**src/rtl/svl_pkg.sv**
```systemverilog
package svl_pkg;
  localparam int VOL_W  = 7;
  localparam int FADE_W = 4;
  localparam int TONE_W = 4;
  localparam int WORD_W = 2 * VOL_W + FADE_W + 1 + 2 * TONE_W;
  localparam int SYNC_STAGES = 2;

  typedef struct packed {
    logic [VOL_W-1:0]  vol_l;
    logic [VOL_W-1:0]  vol_r;
    logic [FADE_W-1:0] fade_lvl;
    logic              fade_rear;
    logic [TONE_W-1:0] bass;
    logic [TONE_W-1:0] treble;
  } ctl_word_t;

  localparam ctl_word_t CTL_SAFE = '{
    vol_l:     '0,
    vol_r:     '0,
    fade_lvl:  '1,
    fade_rear: 1'b0,
    bass:      TONE_W'(7),
    treble:    TONE_W'(7)
  };
endpackage

```
**src/rtl/svl_sync.sv**
```systemverilog
module svl_sync #(
  parameter int W      = 3,
  parameter int STAGES = 2
) (
  input  logic         clk,
  input  logic         rst_n,
  input  logic [W-1:0] d,
  output logic [W-1:0] q
);
  logic [STAGES-1:0][W-1:0] stg;

  always_ff @(posedge clk or negedge rst_n) begin
    if (!rst_n) stg <= '0;
    else        stg <= {stg[STAGES-2:0], d};
  end

  assign q = stg[STAGES-1];
endmodule

```
**src/rtl/svl_init_sync.sv**
```systemverilog
module svl_init_sync #(
  parameter int STAGES = 2
) (
  input  logic clk,
  input  logic init_n,
  output logic init_ok
);
  logic [STAGES-1:0] rel;

  always_ff @(posedge clk or negedge init_n) begin
    if (!init_n) rel <= '0;
    else         rel <= {rel[STAGES-2:0], 1'b1};
  end

  assign init_ok = rel[STAGES-1];
endmodule

```
**src/rtl/svl_shifter.sv**
```systemverilog
module svl_shifter
  import svl_pkg::*;
#(
  parameter int N = WORD_W
) (
  input  logic         clk,
  input  logic         rst_n,
  input  logic         init_ok,
  input  logic         ce_s,
  input  logic         sck_s,
  input  logic         di_s,
  output logic         commit_o,
  output logic [N-1:0] word_o
);
  localparam int CNT_W = $clog2(N + 2);
  localparam logic [CNT_W-1:0] CNT_MAX  = CNT_W'(N + 1);
  localparam logic [CNT_W-1:0] CNT_FULL = CNT_W'(N);

  logic             ce_d, sck_d, commit_q, commit_n;
  logic [N-1:0]     sh_q, sh_n;
  logic [CNT_W-1:0] cnt_q, cnt_n;
  logic             sck_rise, ce_rise, ce_fall;

  assign sck_rise = sck_s & ~sck_d;
  assign ce_rise  = ce_s & ~ce_d;
  assign ce_fall  = ~ce_s & ce_d;

  always_comb begin
    sh_n     = sh_q;
    cnt_n    = cnt_q;
    commit_n = 1'b0;
    if (ce_rise) begin
      cnt_n = '0;
    end else if (ce_s && sck_rise) begin
      sh_n = {sh_q[N-2:0], di_s};
      if (cnt_q != CNT_MAX) cnt_n = cnt_q + 1'b1;
    end else if (ce_fall) begin
      commit_n = init_ok && (cnt_q == CNT_FULL);
    end
  end

  always_ff @(posedge clk or negedge rst_n) begin
    if (!rst_n) begin
      ce_d     <= 1'b0;
      sck_d    <= 1'b0;
      sh_q     <= '0;
      cnt_q    <= '0;
      commit_q <= 1'b0;
    end else begin
      ce_d     <= ce_s;
      sck_d    <= sck_s;
      sh_q     <= sh_n;
      cnt_q    <= cnt_n;
      commit_q <= commit_n;
    end
  end

  assign commit_o = commit_q;
  assign word_o   = sh_q;

  p_cnt_bounded_r4: assert property (@(posedge clk) disable iff (!rst_n)
    cnt_q <= CNT_MAX);
  p_commit_ce_low_r2: assert property (@(posedge clk) disable iff (!rst_n)
    commit_q |-> !ce_d);
  p_no_commit_in_init_r6: assert property (@(posedge clk) disable iff (!rst_n)
    !init_ok |=> !commit_q);
endmodule

```
**src/rtl/svl_latch.sv**
```systemverilog
module svl_latch
  import svl_pkg::*;
(
  input  logic              clk,
  input  logic              init_ok,
  input  logic              commit_i,
  input  logic [WORD_W-1:0] word_i,
  output ctl_word_t         ctl_o,
  output logic              upd_o
);
  ctl_word_t ctl_q, ctl_n;
  logic      upd_q;

  always_comb begin
    ctl_n = ctl_q;
    if (commit_i) ctl_n = ctl_word_t'(word_i);
  end

  always_ff @(posedge clk or negedge init_ok) begin
    if (!init_ok) begin
      ctl_q <= CTL_SAFE;
      upd_q <= 1'b0;
    end else begin
      ctl_q <= ctl_n;
      upd_q <= commit_i;
    end
  end

  assign ctl_o = ctl_q;
  assign upd_o = upd_q;

  p_change_flagged_r5: assert property (@(posedge clk) disable iff (!init_ok)
    (ctl_q != $past(ctl_q)) |-> upd_q);
  p_upd_single_r5: assert property (@(posedge clk) disable iff (!init_ok)
    upd_q |=> !upd_q);
endmodule

```
**src/rtl/svl_serial_latch.sv**
```systemverilog
module svl_serial_latch
  import svl_pkg::*;
(
  input  logic              clk,
  input  logic              rst_n,
  input  logic              init_n,
  input  logic              ser_ce,
  input  logic              ser_clk,
  input  logic              ser_di,
  output logic [VOL_W-1:0]  vol_l_o,
  output logic [VOL_W-1:0]  vol_r_o,
  output logic [FADE_W-1:0] fade_lvl_o,
  output logic              fade_rear_o,
  output logic [TONE_W-1:0] bass_o,
  output logic [TONE_W-1:0] treble_o,
  output logic              upd_o
);
  logic [2:0]        ln_s;
  logic              init_ok, commit;
  logic [WORD_W-1:0] word;
  ctl_word_t         ctl;

  svl_sync #(.W(3), .STAGES(SYNC_STAGES)) u_sync (
    .clk(clk), .rst_n(rst_n), .d({ser_ce, ser_clk, ser_di}), .q(ln_s));

  svl_init_sync #(.STAGES(SYNC_STAGES)) u_init (
    .clk(clk), .init_n(init_n), .init_ok(init_ok));

  svl_shifter #(.N(WORD_W)) u_shift (
    .clk(clk), .rst_n(rst_n), .init_ok(init_ok),
    .ce_s(ln_s[2]), .sck_s(ln_s[1]), .di_s(ln_s[0]),
    .commit_o(commit), .word_o(word));

  svl_latch u_latch (
    .clk(clk), .init_ok(init_ok), .commit_i(commit), .word_i(word),
    .ctl_o(ctl), .upd_o(upd_o));

  assign vol_l_o     = ctl.vol_l;
  assign vol_r_o     = ctl.vol_r;
  assign fade_lvl_o  = ctl.fade_lvl;
  assign fade_rear_o = ctl.fade_rear;
  assign bass_o      = ctl.bass;
  assign treble_o    = ctl.treble;
endmodule

```
**config.mk**
```make
export PLATFORM = sky130hd
export DESIGN_NAME = svl_serial_latch
export DESIGN_NICKNAME = d
export VERILOG_FILES = /design/src/rtl/svl_pkg.sv /design/src/rtl/svl_sync.sv /design/src/rtl/svl_init_sync.sv /design/src/rtl/svl_shifter.sv /design/src/rtl/svl_latch.sv /design/src/rtl/svl_serial_latch.sv
export SDC_FILE = /design/constraint.sdc
export NUM_CORES = 1
export LEC_CHECK = 0
export BUFFER_PORTS_ARGS = -buffer_cell sky130_fd_sc_hd__buf_2
export CAP_MARGIN = 5
export CORE_ASPECT_RATIO = 1.25
export CORE_MARGIN = 2
export CORE_UTILIZATION = 48
export DETAILED_ROUTE_END_ITERATION = 16
export GPL_ROUTABILITY_DRIVEN = 1
export GPL_TIMING_DRIVEN = 1
export PLACE_DENSITY_LB_ADDON = 0.08
export SLEW_MARGIN = 20
export SYNTH_ARGS = -nofsm -noshare
export SYNTH_HDL_FRONTEND = slang
export SYNTH_HIERARCHICAL = 1
export SYNTH_SLANG_ARGS = --single-unit
```
**constraint.sdc**
```tcl
create_clock -name clk -period 2.25 [get_ports clk]
set_clock_uncertainty 0.15 [all_clocks]
set_input_delay 0.3375 -clock clk [delete_from_list [all_inputs] [get_ports clk]]
set_output_delay 0.3375 -clock clk [all_outputs]
set_load 0.03 [all_outputs]
```
; ---- Word-level counts from Yosys, hierarchy flattened
; Index checks and enable logic that the tools add are counted.
[totals]
ramBits = 0
n_memories = 0
latch_bits = 0
rom_bits = 0
reg_bits = 71
inputBits = 6
wordCells = 37
[op_classes]
mux = 6
shifts = 0
reduce_logical = 6
order_cmp = 0
div = 0
n_mul = 0
bitwise_logic = 7
n_addsub = 1
n_eq_ne = 2
[op_table]
columns = cell, n
row1 = two-way mux 5 bit, 3
row2 = adder 5 x 1 -> 5 bit (second input constant), 1
row3 = == test 5 bit (second input constant), 1
row4 = != test 5 bit (second input constant), 1
row5 = inverter 1 bit, 4
row6 = AND reduction 2 bit, 2
row7 = nonzero test 2 bit, 2
row8 = bitwise AND 1 bit, 3
row9 = two-way mux 1 bit, 3
row10 = logical AND 1 bit, 2

; ---- Logic depth before layout (Yosys ltp)
; Gate-level depths: netlist of run 1.
[depth]
depth_word = 5
ltp_mapped = 5

; ---- Modules after synthesis
; The synthesis of run 1 kept the hierarchy.
[by_module_without_submodules]
columns = module, instances, seq_area_each_um2, area_per_inst_um2, cells_each
row1 = svl_shifter, 1, 875.8, 1481.4, 94
row2 = svl_latch, 1, 713.2, 1143.6, 58
row3 = svl_sync, 1, 150.1, 172.7, 9
row4 = svl_init_sync, 1, 50.0, 53.8, 3

; ---- Worst setup path before layout of run 1
; OpenSTA, ideal clock, no wires.
[synth_path]
kind = register to register
start = register u_sync.stg, in the netlist u_sync/q[2]
end = register u_shift.sh_q[10], in the netlist u_shift/word_o[10]
t_arrival_ns = 1.301
setup_ns = 0.125
path_stages_with_launch = 6
path_slack_ns = 0.674
n_path_buf = 2
path_cell_list = dfrtp_1 buf_4 and3b_2 nand2_4 buf_6 mux2_4
[synth_between]
elab_chain_cells = 3
word_cells_on_any_way = 4
[synth_rtl]
columns = item, line
row1 = start: declaration, svl_sync.sv:10  ; logic [STAGES-1:0][W-1:0] stg;
row2 = start signal: assignment, svl_sync.sv:14  ; else stg <= {stg[STAGES-2:0], d};
row3 = bitwise AND 1 bit, svl_shifter.sv:25  ; assign ce_rise = ce_s & ~ce_d;
row4 = inverter 1 bit (no line), --
row5 = AND reduction 2 bit (no line) (*), --
row6 = end signal: assignment, svl_shifter.sv:52  ; sh_q <= sh_n;
row7 = end: declaration, svl_shifter.sv:20  ; logic [N-1:0] sh_q, sh_n;
; Every way passes the cells marked *; elsewhere a longest branch is shown, timed or not.
; A chain may end at the register's enable or synchronous reset.

; ---- Worst setup path in the final report of run 1
[layout_path]
start = register u_sync.stg, in the netlist u_sync/q[2]
end = register u_shift.sh_q[2], in the netlist u_shift/word_o[2]
; The elaborated chain is that of the path after synthesis.

==> metrics.csv, run 1 <==
metric,value,unit
first-pass GRT wire length,7470,microns
Placed Area,0.00304,sq mm
CTS HTree Levels,3,
Die ar.,0.00658,sq mm
vias in the first global route,1503,
Port-buffer cells,33,
gpl congestion,0.821,
Final period util,0.755,
Slew headroom,0.616,
vias per cell,5.20,
Netlist cell types,25,
"EDFF count, synth",0,
Startpoint Class,register,
Pwr Total,2.53,mW
Fin Setup TNS,0,ps
Finished Cell Area,0.00330,sq mm
clock root buffer master,clkbuf_8,
Sequential Power Share,0.535,
DRC viols,0,
GR Overflow Total,0,
I/O Pins,34,
unrepaired setup endpoints after global routing,no,
DRT antenna net count,0,
Finished Layout Cells,281,
Max Cap Violations,0,
vias,1461,
ys async rst share,1.00,
cell family with most CP delay,simple AND/OR/NAND/NOR gates,
HPWL Detailed,2840,microns
switching power,0.543,mW
crit-path cells,and3b_2 > nand2_4 > mux2_2,
critical path's largest stage delay,420,ps
slowest library cell on the worst path,dfrtp_1,
YS warnings,6,
"Seq/Total Area, Yosys",0.627,
Worst-path clk slew,70,ps
most frequent cells after synthesis,"61 x dfrtp_1, 40 x mux2_4, 14 x mux2_2, 10 x dfstp_2",
dominant cell type by area after synthesis,dfrtp_1,
Syn Std Cell Area,0.00285,sq mm
CP max FO,27,
WL/cell,15.8,microns
Internal Power,1.99,mW
area grow syn2layout,15.9,%
CTS tree,done,
dpl cells,260,
most numerous cell in the Yosys netlist,dfrtp_1,
Initial DRC Count,87,
Bufs on Longest Clock Path,2,
fmax,589,MHz
Pins Over Slew Limit,0,
ratio of cells with drive above 1 in the final layout,0.553,
clk sink count,71,
status,"complete, no violations",
post_cts resized,0,
Comb pwr share,0.038,
synth top area cells,"dfrtp_1 54%, mux2_4 21%, dfstp_2 9.2%",
Fillers,453,
worst skew pair latency,340,ps
n_diodes,0,
pwr/cell area,766,mW/mm^2
HP Class,in2async,
Die W,72.9,microns
WP buf/inv,0,
Tightest Pin Transition,577,ps
power share of the clock group,0.427,
Synth Net Count,172,
post-layout min period,1700,ps
total routed wirelength,4430,microns
Sw Share,0.214,
Layout Nets,218,
"Top FF cell, synth",dfrtp_1,
critical path required time,2320,ps
Starting Density,0.493,
largest net degree at the start of global routing,29,
GRT Total Usage,0.154,
maximum VDD drop,551,uV
synthesized area per cell,17.4,sq um
Hold Slack,149,ps
Static Leak,1.70,nW
kind of critical path,reg2reg,
initial antenna violation count,0,
CP Capture Type,register,
"FF+latch count, synth",71,
Core Area,0.00578,sq mm
CTS buffer count,9,
Initial DRT Pass Iterations,4,
die height,90.2,microns
Mapped Cells,164,
final hold vios,0,
# rows,31,
Worst EP arrival,1770,ps
Synth top area share,0.535,
Setup-failing EPs final,0,
[per-layer routing]
layer	vias up	global-route usage	share of wire
li1	675	-	-
met1	737	0.202	0.45
met2	37	0.221	0.48
met3	12	0.0314	0.032
met4	0	0.116	0.034
met5	-	0	0
[cells in the final DEF (no fill, tap or decap), drive strengths merged, types with 3 or more instances in the layout]
cell type and instances:
dfrtp 61, mux2 54, buf 38, dfstp 10, clkbuf 10, dlygate4sd3 5
nand3 4, a21oi 4, inv 3, clkinv 3
[power by group through the flow]
stage	Clock, mW	Combinational [mW]	Sequential (mW)
after floorplan	0	0.0585	1.37
final	1.08	0.0968	1.35
after global placement	0	0.0892	1.38
after global routing	1.19	0.110	1.36
after detailed placement	0	0.0933	1.38
after CTS	1.12	0.100	1.35
[final cells by class]
type,instances,area (sq um),share of cell area
Multi-Input combinational cell,82,955,0.289
Clock buffer,10,128,0.0386
Inverter,3,11.3,0.00341
Clock inverter,6,86.3,0.0261
Timing Repair Buffer,43,253,0.0765
Tap cell,66,82.6,0.0250
Sequential cell,71,1790,0.541
[repair_timing]
item | CTS | global route
buffers inserted | 0 | 0
setup endpoints to repair | 0 | 0
hold endpoints to repair | 29 | 0
hold buffers | 5 | 0
[through the flow]
stage | setup WS, ps | util
5_1_grt | 471 | 0.572
4_1_cts | 542 | 0.572
2_1_floorplan | 674 | -
3_5_place_dp | 549 | 0.526
6_report | 552 | 0.572
3_3_place_gp | 580 | 0.526
[worst reg2reg max path, stage by stage, from the launching register on]
cell     delay (ps)
dfrtp_1         420
and3b_2         260
nand2_4         360
mux2_2          400
[worst paths after layout]
| kind | from | endpoint | slack (ps) | cells past startpoint |
|---|---|---|---|---|
| min in group clk | u_sync/stg[0]$_DFF_PN0_ | u_sync/q[0]$_DFF_PN0_ | 200 | 0 |
| worst min-delay path | init_n | u_init/rel[0]$_DFF_PN0_ | 150 | 2 |
| worst min register to register | u_init/rel[1]$_DFF_PN0_ | u_latch/ctl_o[18]$_DFFE_PN0P_ | 170 | 1 |
| max in group asynchronous | rst_n | u_sync/q[2]$_DFF_PN0_ | 1000 | 3 |
| worst max-delay path | u_sync/q[2]$_DFF_PN0_ | u_shift/word_o[2]$_DFFE_PN0P_ | 550 | 3 |
| worst max register to register | u_sync/q[2]$_DFF_PN0_ | u_shift/word_o[2]$_DFFE_PN0P_ | 550 | 3 |
[cells by family (layout without fill, tap and decap cells)]
logic type | after synthesis | in the layout | synth area share
AOI/OAI and AO/OA | 10 | 10 | 0.0219
muxes | 54 | 54 | 0.266
buffers and inverters | 11 | 62 | 0.0377
other | 1 | 1 | 0.00132
adders and majority gates | 2 | 2 | 0.00877
and+or+nand+nor | 15 | 15 | 0.0369
DFF | 71 | 71 | 0.627
[registers in the layout, summed over array words and instances, names as in the netlist]
name / count
u_sync/stg: 3
u_shift/cnt_q: 5
u_sync/q: 3
u_latch/ctl_o: 27
u_shift/sck_d: 1
u_latch/upd_o: 1
u_shift/ce_d: 1
u_shift/commit_o: 1
u_shift/word_o: 27
u_init/rel: 2
(Power assumes the default switching activity.)
==> run 2, diff against run 1 <==
--- a/config.mk
+++ b/config.mk
@@ -5,6 +5,7 @@
 export SDC_FILE = /design/constraint.sdc
 export NUM_CORES = 1
 export LEC_CHECK = 0
+export ABC_AREA = 1
 export BUFFER_PORTS_ARGS = -buffer_cell sky130_fd_sc_hd__buf_2
 export CAP_MARGIN = 5
 export CORE_ASPECT_RATIO = 1.25
==> constraint.sdc (replaced) <==
create_clock -name clk -period 1.6 [get_ports clk]
set_clock_uncertainty 0.15 [all_clocks]
set_input_delay 0.24 -clock clk [delete_from_list [all_inputs] [get_ports clk]]
set_output_delay 0.24 -clock clk [all_outputs]
set_load 0.03 [all_outputs]
==> metrics.csv, run 2 <==
metric,value,unit
DRC viols,0,
first-pass GRT wire length,8800,microns
clk sink count,71,
kind of critical path,reg2out,
vias per cell,4.87,
Die W,72.3,microns
n_diodes,0,
DRT antenna net count,0,
gpl congestion,0.804,
worst skew pair latency,340,ps
Bufs on Longest Clock Path,2,
most numerous cell in the Yosys netlist,nand2_1,
CP Capture Type,output pin,
post-layout min period,1450,ps
# rows,31,
die height,89.4,microns
Die ar.,0.00646,sq mm
GRT Total Usage,0.182,
power share of the clock group,0.407,
"EDFF count, synth",0,
status,"complete, no violations",
"Seq/Total Area, Yosys",0.640,
Static Leak,1.83,nW
"commonest non-fill, non-tap cell in the layout",nand2_1,
reg2reg path depth,7,
largest net degree at the start of global routing,42,
Fin Setup TNS,0,ps
Mapped Cells,294,
HPWL Detailed,3190,microns
Netlist cell types,22,
final hold vios,0,
Sw Share,0.232,
switching power,0.903,mW
crit-path cells,buf_2,
Worst-path clk slew,70,ps
slowest library cell on the worst path,dfstp_2,
critical path required time,1210,ps
Layout Nets,342,
CTS tree,done,
vias in the first global route,1899,
total routed wirelength,5000,microns
Max Cap Violations,0,
Starting Density,0.491,
Port-buffer cells,33,
post-CTS setup buffer count,0,
Synth top area share,0.546,
Startpoint Class,register,
setup ws final,148,ps
unrepaired setup endpoints after global routing,no,
Setup-failing EPs final,0,
area grow syn2layout,16.9,%
fmax,689,MHz
synthesized area per cell,9.52,sq um
Initial DRT Pass Iterations,5,
Synth Net Count,302,
HP Class,in2async,
ratio of cells with drive above 1 in the final layout,0.215,
CTS buffer count,9,
Comb pwr share,0.066,
Pwr Total,3.89,mW
WL/cell,12.3,microns
Internal Power,2.99,mW
Syn Std Cell Area,0.00280,sq mm
CP max FO,2,
maximum VDD drop,687,uV
Sequential Power Share,0.528,
Core Area,0.00570,sq mm
Pins Over Slew Limit,0,
initial antenna violation count,0,
Final period util,0.907,
most frequent cells after synthesis,"144 x nand2_1, 61 x dfrtp_1, 31 x nand3_1, 10 x dfstp_2, 7 x inv_1",
cell family with most CP delay,flip-flops,
WP buf/inv,1,
synth top area cells,"dfrtp_1 55%, nand2_1 19%, dfstp_2 9.4%",
CTS HTree Levels,3,
dominant cell type by area after synthesis,dfrtp_1,
pre-CTS setup slack,227,ps
Worst EP arrival,1060,ps
CP Depth,1,
"Top FF cell, synth",dfrtp_1,
YS warnings,6,
ys async rst share,1.00,
clock root buffer master,clkbuf_8,
post_cts resized,0,
critical path's largest stage delay,540,ps
"FF+latch count, synth",71,
vias,1974,
pwr/cell area,1190,mW/mm^2
Initial DRC Count,126,
GR Overflow Total,0,
I/O Pins,34,
"commonest cells after routing, fill and taps aside","144 x nand2_1, 61 x dfrtp_1, 33 x buf_2",
==> run 2: changes by cell type after synthesis, moves of 4 or more <==
| cell | before | now |
|---|---|---|
| buf_2 | 0 | 6 |
| inv_1 | 3 | 7 |
| mux2_2 | 14 | 0 |
| mux2_4 | 40 | 0 |
| nand2_1 | 0 | 144 |
| nand2_2 | 0 | 6 |
| nand3_1 | 4 | 31 |
==> run 2: power groups by stage <==
stage	Combinational (mW)	Sequential (mW)	Clock [mW]
6_report	0.256	2.05	1.58
5_1_grt	0.311	2.08	1.71
4_1_cts	0.263	2.05	1.63
3_5_place_dp	0.253	2.09	0
3_3_place_gp	0.247	2.08	0
2_1_floorplan	0.207	2.04	0
==> run 2: logic make-up (layout without fill, tap and decap cells) <==
logic type,Yosys count,in the layout,share of synthesized area
AND/OR/NAND/NOR,186,186,0.271
buffers and inverters,26,71,0.0631
flip-flops,71,71,0.640
adder cells (fa/ha/maj),2,2,0.00894
XOR/XNOR,1,1,0.00313
other,1,1,0.00134
AO/OA/AOI/OAI,7,7,0.0125
==> run 2: through the flow <==
| step | util | cell area (sq um) | hold WS [ps] | instances |
|---|---|---|---|---|
| 2_1_floorplan | - | 2800 | -206 | 294 |
| 3_3_place_gp | 0.525 | 3000 | -125 | 384 |
| 3_5_place_dp | 0.525 | 3000 | -123 | 384 |
| 4_1_cts | 0.573 | 3270 | 37.8 | 405 |
| 5_1_grt | 0.573 | 3270 | 45.6 | 405 |
| 6_report | 0.573 | 3270 | 59.4 | 405 |
==> run 2: repair_timing <==
action                                  in CTS  in global routing
endpoints found under the setup margin       0                  0
endpoints found under the hold margin       46                  0
hold buffers                                 5                  0
==> run 2: worst paths after layout <==
check                                              start                           end  slack [ps]
setup / recovery           u_latch/ctl_o[10]$_DFFE_PN1P_                 fade_lvl_o[1]         150
hold / removal                                    init_n       u_init/rel[1]$_DFF_PN0_          60
setup reg to reg            u_shift/cnt_q[0]$_DFFE_PN0P_  u_shift/cnt_q[4]$_DFFE_PN0P_         220
hold reg to reg                  u_sync/stg[2]$_DFF_PN0_         u_sync/q[2]$_DFF_PN0_         200
max in group asynchronous        u_init/rel[1]$_DFF_PN0_  u_latch/ctl_o[0]$_DFFE_PN1P_         750
min in group clk                 u_sync/stg[2]$_DFF_PN0_         u_sync/q[2]$_DFF_PN0_         200
==> run 2: worst reg2reg max path, delay by kind of cell, from the launching register on <==
| kind | cells | cell delay, ps |
|---|---|---|
| adder cells (fa/ha/maj) | 1 | 140 |
| AND/OR/NAND/NOR | 4 | 340 |
| flip-flops | 1 | 420 |
| AO/OA/AOI/OAI | 1 | 110 |
| buffers and inverters | 1 | 100 |
==> run 2: layout make-up <==
class / instances / area (sq um)
Timing Repair Buffer: 46 / 300
Clock inverter: 3 / 65.1
Sequential cell: 71 / 1790
Tap cell: 66 / 82.6
Clock buffer: 13 / 159
Multi-Input combinational cell: 197 / 832
Fill cell: 538 / 2430
Inverter: 9 / 41.3
==> run 2: metal layers <==
metal / wire [microns] / track usage
met1: 2320 / 0.244
met2: 2390 / 0.272
met3: 216 / 0.0586
met4: 79 / 0.0772
met5: 0 / 0
